==> config.mk <==
export PLATFORM = sky130hd
export DESIGN_NAME = eth_clkglue
export DESIGN_NICKNAME = d
export VERILOG_FILES = /design/src/rtl/eth_clkglue_pkg.sv /design/src/rtl/ecg_cfg_regs.sv /design/src/rtl/ecg_div_chain.sv /design/src/rtl/ecg_tx_shaper.sv /design/src/rtl/eth_clkglue.sv
export SDC_FILE = /design/constraint.sdc
export NUM_CORES = 1
export LEC_CHECK = 0
export BUFFER_PORTS_ARGS = -buffer_cell sky130_fd_sc_hd__buf_2
export CAP_MARGIN = 10
export CORE_ASPECT_RATIO = 0.5
export CORE_MARGIN = 2
export CORE_UTILIZATION = 25
export CTS_CLUSTER_SIZE = 20
export DETAILED_ROUTE_END_ITERATION = 8
export GPL_TIMING_DRIVEN = 0
export PLACE_DENSITY = 0.48
export SLEW_MARGIN = 0
export SYNTH_ARGS = -nofsm -noshare
export SYNTH_HDL_FRONTEND = slang
export SYNTH_SLANG_ARGS = --single-unit
==> constraint.sdc <==
create_clock -name clk -period 4.1 [get_ports clk]
set_input_delay 0.41 -clock clk [delete_from_list [all_inputs] [get_ports clk]]
set_output_delay 0.41 -clock clk [all_outputs]
set_load 0.01 [all_outputs]
==> src/rtl/eth_clkglue_pkg.sv <==
package eth_clkglue_pkg;

    localparam int DIV_CODE_W = 3;
    localparam int MIN_DIV    = 2;
    localparam int DLY_W      = 2;

    // Field positions inside the configuration word.
    localparam int POS_MODE0  = 0;
    localparam int POS_SEL    = 4;
    localparam int POS_DLY    = 5;
    localparam int POS_CODE   = 7;
    localparam int POS_GATE   = 10;
    localparam int POS_INV    = 11;
    localparam int POS_GEN    = 12;

    localparam logic [2:0] ALT_RGMII = 3'd1;
    localparam logic [2:0] ALT_RMII  = 3'd4;

    typedef struct packed {
        logic                  rgmii;
        logic                  inv;
        logic                  gate;
        logic                  gen;
        logic                  sel;
        logic [DLY_W-1:0]      dly;
        logic [DIV_CODE_W-1:0] code;
    } cfg_fields_t;

    function automatic logic [DIV_CODE_W-1:0] div_of(input logic [DIV_CODE_W-1:0] code);
        if (code < DIV_CODE_W'(MIN_DIV)) begin
            return DIV_CODE_W'(MIN_DIV);
        end
        return code;
    endfunction

endpackage

==> src/rtl/ecg_cfg_regs.sv <==
module ecg_cfg_regs
    import eth_clkglue_pkg::*;
#(
    parameter int          DATA_W   = 32,
    parameter bit          ALT_MODE = 1'b0,
    parameter logic [31:0] CFG_RST  = 32'h0
) (
    input  logic              clk,
    input  logic              rst_n,
    input  logic              we_i,
    input  logic [DATA_W-1:0] wdata_i,
    output logic [DATA_W-1:0] word_o,
    output cfg_fields_t       fields_o,
    output logic              err_o
);

    typedef struct packed {
        logic [DATA_W-1:0] word;
        logic              err;
    } regs_t;

    regs_t st_d, st_q;
    logic  bad_code;

    always_comb begin
        st_d     = st_q;
        bad_code = (wdata_i[2:0] != ALT_RGMII) && (wdata_i[2:0] != ALT_RMII);
        if (we_i) begin
            st_d.word = wdata_i;
            if (ALT_MODE && bad_code) begin
                st_d.err = 1'b1;
            end
        end

        if (ALT_MODE) begin
            fields_o.rgmii = (st_q.word[2:0] == ALT_RGMII);
        end else begin
            fields_o.rgmii = st_q.word[POS_MODE0];
        end
        fields_o.sel  = st_q.word[POS_SEL];
        fields_o.dly  = st_q.word[POS_DLY +: DLY_W];
        fields_o.code = st_q.word[POS_CODE +: DIV_CODE_W];
        fields_o.gate = st_q.word[POS_GATE];
        fields_o.inv  = st_q.word[POS_INV] & ~fields_o.rgmii;
        fields_o.gen  = st_q.word[POS_GEN];
    end

    always_ff @(posedge clk or negedge rst_n) begin
        if (!rst_n) begin
            st_q.word <= DATA_W'(CFG_RST);
            st_q.err  <= 1'b0;
        end else begin
            st_q <= st_d;
        end
    end

    assign word_o = st_q.word;
    assign err_o  = st_q.err;

endmodule

==> src/rtl/ecg_div_chain.sv <==
module ecg_div_chain
    import eth_clkglue_pkg::*;
#(
    parameter int                    CODE_W   = DIV_CODE_W,
    parameter int                    D_W      = DLY_W,
    parameter logic                  RST_SEL  = 1'b0,
    parameter logic [CODE_W-1:0]     RST_CODE = '0,
    parameter logic [D_W-1:0]        RST_DLY  = '0
) (
    input  logic              clk,
    input  logic              rst_n,
    input  logic              ref_en0,
    input  logic              ref_en1,
    input  logic              sel_i,
    input  logic [CODE_W-1:0] code_i,
    input  logic [D_W-1:0]    dly_i,
    output logic [CODE_W-1:0] cnt_o,
    output logic              half_o,
    output logic [CODE_W-1:0] n_o,
    output logic [D_W-1:0]    dly_o,
    output logic              sel_o,
    output logic              wrap_o
);

    typedef struct packed {
        logic [CODE_W-1:0] cnt;
        logic              half;
        logic [CODE_W-1:0] n;
        logic [D_W-1:0]    dly;
        logic              sel;
    } chain_t;

    localparam logic [CODE_W-1:0] RST_N = (RST_CODE < CODE_W'(MIN_DIV)) ? CODE_W'(MIN_DIV) : RST_CODE;

    chain_t st_d, st_q;
    logic   strobe;
    logic   last;

    always_comb begin
        st_d   = st_q;
        strobe = st_q.sel ? ref_en1 : ref_en0;
        last   = (st_q.cnt == st_q.n - CODE_W'(1));
        wrap_o = strobe & last & st_q.half;
        if (strobe) begin
            if (last) begin
                st_d.cnt  = '0;
                st_d.half = ~st_q.half;
                if (st_q.half) begin
                    st_d.sel = sel_i;
                    st_d.n   = div_of(code_i);
                    st_d.dly = dly_i;
                end
            end else begin
                st_d.cnt = st_q.cnt + CODE_W'(1);
            end
        end
    end

    always_ff @(posedge clk or negedge rst_n) begin
        if (!rst_n) begin
            st_q.cnt  <= '0;
            st_q.half <= 1'b0;
            st_q.n    <= RST_N;
            st_q.dly  <= RST_DLY;
            st_q.sel  <= RST_SEL;
        end else begin
            st_q <= st_d;
        end
    end

    assign cnt_o  = st_q.cnt;
    assign half_o = st_q.half;
    assign n_o    = st_q.n;
    assign dly_o  = st_q.dly;
    assign sel_o  = st_q.sel;

endmodule

==> src/rtl/ecg_tx_shaper.sv <==
module ecg_tx_shaper
    import eth_clkglue_pkg::*;
#(
    parameter int CODE_W = DIV_CODE_W,
    parameter int D_W    = DLY_W
) (
    input  logic              clk,
    input  logic              rst_n,
    input  logic [CODE_W-1:0] cnt_i,
    input  logic              half_i,
    input  logic [CODE_W-1:0] n_i,
    input  logic [D_W-1:0]    dly_i,
    input  logic              rgmii_i,
    input  logic              gate_i,
    input  logic              gen_i,
    output logic              tx_o,
    output logic              ref_o
);

    localparam int PW = CODE_W + D_W + 1;

    typedef struct packed {
        logic tx;
        logic rf;
    } out_t;

    out_t          st_d, st_q;
    logic [PW-1:0] phase;
    logic [PW-1:0] shift;
    logic [PW-1:0] period;
    logic [PW-1:0] skewed;
    logic [D_W-1:0] eff_dly;

    always_comb begin
        eff_dly = rgmii_i ? dly_i : '0;
        period  = PW'(n_i) << 1;
        phase   = half_i ? (PW'(n_i) + PW'(cnt_i)) : PW'(cnt_i);
        shift   = (PW'(eff_dly) * PW'(n_i)) >> 1;
        if (phase >= shift) begin
            skewed = phase - shift;
        end else begin
            skewed = phase + period - shift;
        end
        st_d.tx = gen_i & gate_i & (skewed >= PW'(n_i));
        st_d.rf = gen_i & half_i;
    end

    always_ff @(posedge clk or negedge rst_n) begin
        if (!rst_n) begin
            st_q <= '0;
        end else begin
            st_q <= st_d;
        end
    end

    assign tx_o  = st_q.tx;
    assign ref_o = st_q.rf;

endmodule

==> src/rtl/eth_clkglue.sv <==
module eth_clkglue
    import eth_clkglue_pkg::*;
#(
    parameter int          DATA_W   = 32,
    parameter bit          ALT_MODE = 1'b0,
    parameter logic [31:0] CFG_RST  = 32'h0
) (
    input  logic              clk,
    input  logic              rst_n,
    input  logic              cfg_we,
    input  logic [DATA_W-1:0] cfg_wdata,
    output logic [DATA_W-1:0] cfg_rdata,
    input  logic              ref_en0,
    input  logic              ref_en1,
    output logic              tx_clk_o,
    output logic              phy_ref_o,
    output logic              rgmii_mode_o,
    output logic              rmii_inv_o,
    output logic              mode_err_o
);

    localparam logic                  RST_SEL  = CFG_RST[POS_SEL];
    localparam logic [DIV_CODE_W-1:0] RST_CODE = CFG_RST[POS_CODE +: DIV_CODE_W];
    localparam logic [DLY_W-1:0]      RST_DLY  = CFG_RST[POS_DLY +: DLY_W];

    cfg_fields_t           fields;
    logic [DIV_CODE_W-1:0] cnt_w;
    logic                  half_w;
    logic [DIV_CODE_W-1:0] act_n_w;
    logic [DLY_W-1:0]      act_dly_w;
    logic                  act_sel_w;
    logic                  wrap_w;

    ecg_cfg_regs #(
        .DATA_W   (DATA_W),
        .ALT_MODE (ALT_MODE),
        .CFG_RST  (CFG_RST)
    ) u_regs (
        .clk      (clk),
        .rst_n    (rst_n),
        .we_i     (cfg_we),
        .wdata_i  (cfg_wdata),
        .word_o   (cfg_rdata),
        .fields_o (fields),
        .err_o    (mode_err_o)
    );

    ecg_div_chain #(
        .CODE_W   (DIV_CODE_W),
        .D_W      (DLY_W),
        .RST_SEL  (RST_SEL),
        .RST_CODE (RST_CODE),
        .RST_DLY  (RST_DLY)
    ) u_chain (
        .clk     (clk),
        .rst_n   (rst_n),
        .ref_en0 (ref_en0),
        .ref_en1 (ref_en1),
        .sel_i   (fields.sel),
        .code_i  (fields.code),
        .dly_i   (fields.dly),
        .cnt_o   (cnt_w),
        .half_o  (half_w),
        .n_o     (act_n_w),
        .dly_o   (act_dly_w),
        .sel_o   (act_sel_w),
        .wrap_o  (wrap_w)
    );

    ecg_tx_shaper #(
        .CODE_W (DIV_CODE_W),
        .D_W    (DLY_W)
    ) u_shaper (
        .clk     (clk),
        .rst_n   (rst_n),
        .cnt_i   (cnt_w),
        .half_i  (half_w),
        .n_i     (act_n_w),
        .dly_i   (act_dly_w),
        .rgmii_i (fields.rgmii),
        .gate_i  (fields.gate),
        .gen_i   (fields.gen),
        .tx_o    (tx_clk_o),
        .ref_o   (phy_ref_o)
    );

    assign rgmii_mode_o = fields.rgmii;
    assign rmii_inv_o   = fields.inv;

endmodule

==> results.md <==
- Mux cell area share after synthesis: 0.197
- Pwr/cell area: 781 mW/mm²
- Pins over their slew limit: 0
- Max-capacitance violation count: 0
- RSZ-0062 raised after global routing: no
- Multi-input gate area: 0.00126 mm²
- Worst hold slack: 0.282 ns
- CP startpoint kind: flop
- Kind of critical path: reg2reg
- EDFF count, synth: 0
- Fin crit share: 0.927
- Global route overflow: 0
- Core area: 0.00951 mm²
- Hold Fails Final Rpt: 0
- Sequential area share after synthesis: 0.447
- Die ar.: 0.0107 mm²
- Fillers: 967
- Worst min path class: in2async
- YS warnings: 0
- Total wire length: 5.23 mm
- Mapped Area: 0.00246 mm²
- Placer congestion estimate: 0.752
- PortBufs: 71
- Die X: 144 µm
- Drc violations: 0
- Cells after synthesis: 191
- Top cells by count, synth: 43 x dfrtp_1, 39 x mux2_2, 17 x ha_1, 9 x inv_1, 7 x nand2_1
- Register area: 0.00110 mm²
- Fin crit period: 3.80 ns
- Synth cell types: 44
- Layout cells sized above 1: 0.507
- Number of H-tree levels: 2
- Dominant cell type by area after synthesis: dfrtp_1
- Worst-Skew Late Latency: 0.28 ns
- Post-synthesis register bit count: 44
- Status: finished, final reports clean
- Initial antenna violation count: 0
- Clock sinks: 44
- Most frequent cell after synthesis: dfrtp_1
- Detail Route Antenna Nets: 0
- Initial drt markers: 67
- # rows: 25
- Clk slew on worst S/H paths: 0.06 ns
- First-pass GRT wire length: 8.65 mm
- Fraction of registers with async set/reset: 1.00
- CP Capture Type: flop
- I/O pin count: 74
- Drt wl/cell: 12.9 µm
- CP Max Fanout: 6
- XOR/XNOR share of the synthesized area: 0.0488
- CTS Buf Count: 5
- Top cell type's share of synthesized area: 0.437
- Largest net degree at the start of global routing: 45
- VDD IR-drop max: 0.261 mV
- Clock skew: 0.00510 ns
- Post-synthesis net count: 251
- F_max: 263 MHz
- Pre-antenna DRT Iters: 4
- Clk buf depth: 2
- Final setup violating endpoints: 0
- Post-Place Worst Slack: 0.175 ns
- Compound-Gate Fraction of Synth Area: 0.0625
- Tot GR Track Use: 0.103
- CTS root buf: clkbuf_16
- Starting Density: 0.259
- WP data arrival: 3.96 ns
- Synth Area per Inst: 12.9 µm²
- Largest family of logic cells by synthesized area: multiplexers
- Area grow syn2layout: 28.7%
- Vias in the first global route: 1729
- Worst-case headroom to the max-slew limit: 0.353
- Leading post-synthesis cells by cell area: dfrtp_1 44%, mux2_2 18%, ha_1 8.6%
- Vias per inst: 4.11
- Setup TNS: 0 ns
- Die Y: 74.2 µm
- CTS tree: yes
- WP data required: 4.25 ns
- Via count: 1666
- Setup ws final: 0.299 ns
- Worst-Margin Slew: 0.971 ns
- Nets: 329
- Adder-Cell Fraction of Synth Area: 0.139
- P_leak: 1.49 nW
- Simple-gate share of the synthesized area: 0.0625
- # diodes: 0
- Top FF cell, synth: dfrtp_1
- Post-DP HPWL: 4.01 mm
[logic make-up (layout without fill, tap and decap cells)]
group / Yosys count / in the layout
other: 1 / 1
muxes: 43 / 43
DFF: 44 / 44
and+or+nand+nor: 26 / 26
buffers and inverters: 20 / 99
AOI/OAI and AO/OA: 23 / 23
xor gates and xnor gates: 10 / 10
adders and majority gates: 24 / 24
[area by class of cell]
cell class                      count  share of cell area
Multi-Input combinational cell    127               0.399
Clock buffer                        6              0.0438
Inverter                            9              0.0107
Clock inverter                      2              0.0122
Timing Repair Buffer               71               0.112
Sequential cell                    44               0.348
Tap cell                          135              0.0533
Buffer                             11              0.0217
[flip-flops by register name, indices dropped and copies added, names as in the netlist]
name            count
u_regs.word_o      32
u_chain.cnt_o       3
u_chain.n_o         3
u_chain.dly_o       2
u_chain.half_o      1
u_chain.sel_o       1
u_shaper.ref_o      1
u_shaper.tx_o       1
[worst max-delay path, cell delays in order, from the launching register on]
cell	delay [ns]
dfstp_2	0.61
and3_1	0.18
ha_1	0.16
inv_1	0.06
fa_2	0.47
fa_2	0.44
a21o_1	0.19
a31oi_1	0.22
and2_4	0.19
mux2_4	0.30
ha_1	0.28
a21o_1	0.16
a21oi_1	0.20
a41o_1	0.19
a21oi_1	0.04
[per-layer routing]
metal,track usage,part of all wire,vias up
met2,0.187,0.52,22
li1,-,-,821
met3,0.0200,0.025,5
met5,0,0,-
met1,0.128,0.44,818
met4,0.0302,0.011,0
[cells in the final DEF, fill, tap and decap left out, drive strengths merged, types with 2 or more instances in the layout]
master   n
fa       6
nand3    5
nor2b    2
mux2i    3
clkbuf   7
a21o     5
or2      2
buf     81
and2     2
inv      9
nand2    7
nor2     2
and3     3
a21oi    6
mux2    40
xnor2    7
ha      17
dfrtp   43
xor2     2
o21ai    5
[timing repair]
item	in CTS	in global routing
hold buffers	0	0
hold endpoints to repair	0	0
endpoints found under the setup margin	0	1
resized for setup	0	2
buffers inserted	0	0
[per-stage QoR]
stage / utilization / instance area (µm²) / power (mW) / std cells
final: 0.333 / 3170 / 2.48 / 405
after global routing: 0.333 / 3170 / 2.73 / 405
after CTS: 0.333 / 3170 / 2.51 / 405
after detailed placement: 0.314 / 2990 / 2.01 / 397
after global placement: 0.314 / 2990 / 1.95 / 397
after floorplan: - / 2460 / 1.69 / 191
[power by group]
part           switching, mW  internal (mW)  leakage (nW)  total [mW]
Clock                  0.167          0.305        0.0871       0.473
Combinational          0.671          0.716         0.882        1.39
Sequential            0.0941          0.524         0.522       0.618
[worst paths after layout]
path	from	end	slack, ns	cells past startpoint
min reg2reg	u_regs.word_o[14]$_DFFE_PN0P_	u_regs.word_o[14]$_DFFE_PN0P_	0.50	1
max in group asynchronous	rst_n	u_chain.cnt_o[2]$_DFFE_PN0P_	3.21	1
max	u_chain.n_o[1]$_DFFE_PN1P_	u_shaper.tx_o$_DFF_PN0_	0.30	14
min in group clk	cfg_wdata[27]	u_regs.word_o[27]$_DFFE_PN0P_	0.35	2
min	rst_n	u_shaper.tx_o$_DFF_PN0_	0.28	1
max reg2reg	u_chain.n_o[1]$_DFFE_PN1P_	u_shaper.tx_o$_DFF_PN0_	0.30	14
Power figures use the tool's default switching activity.
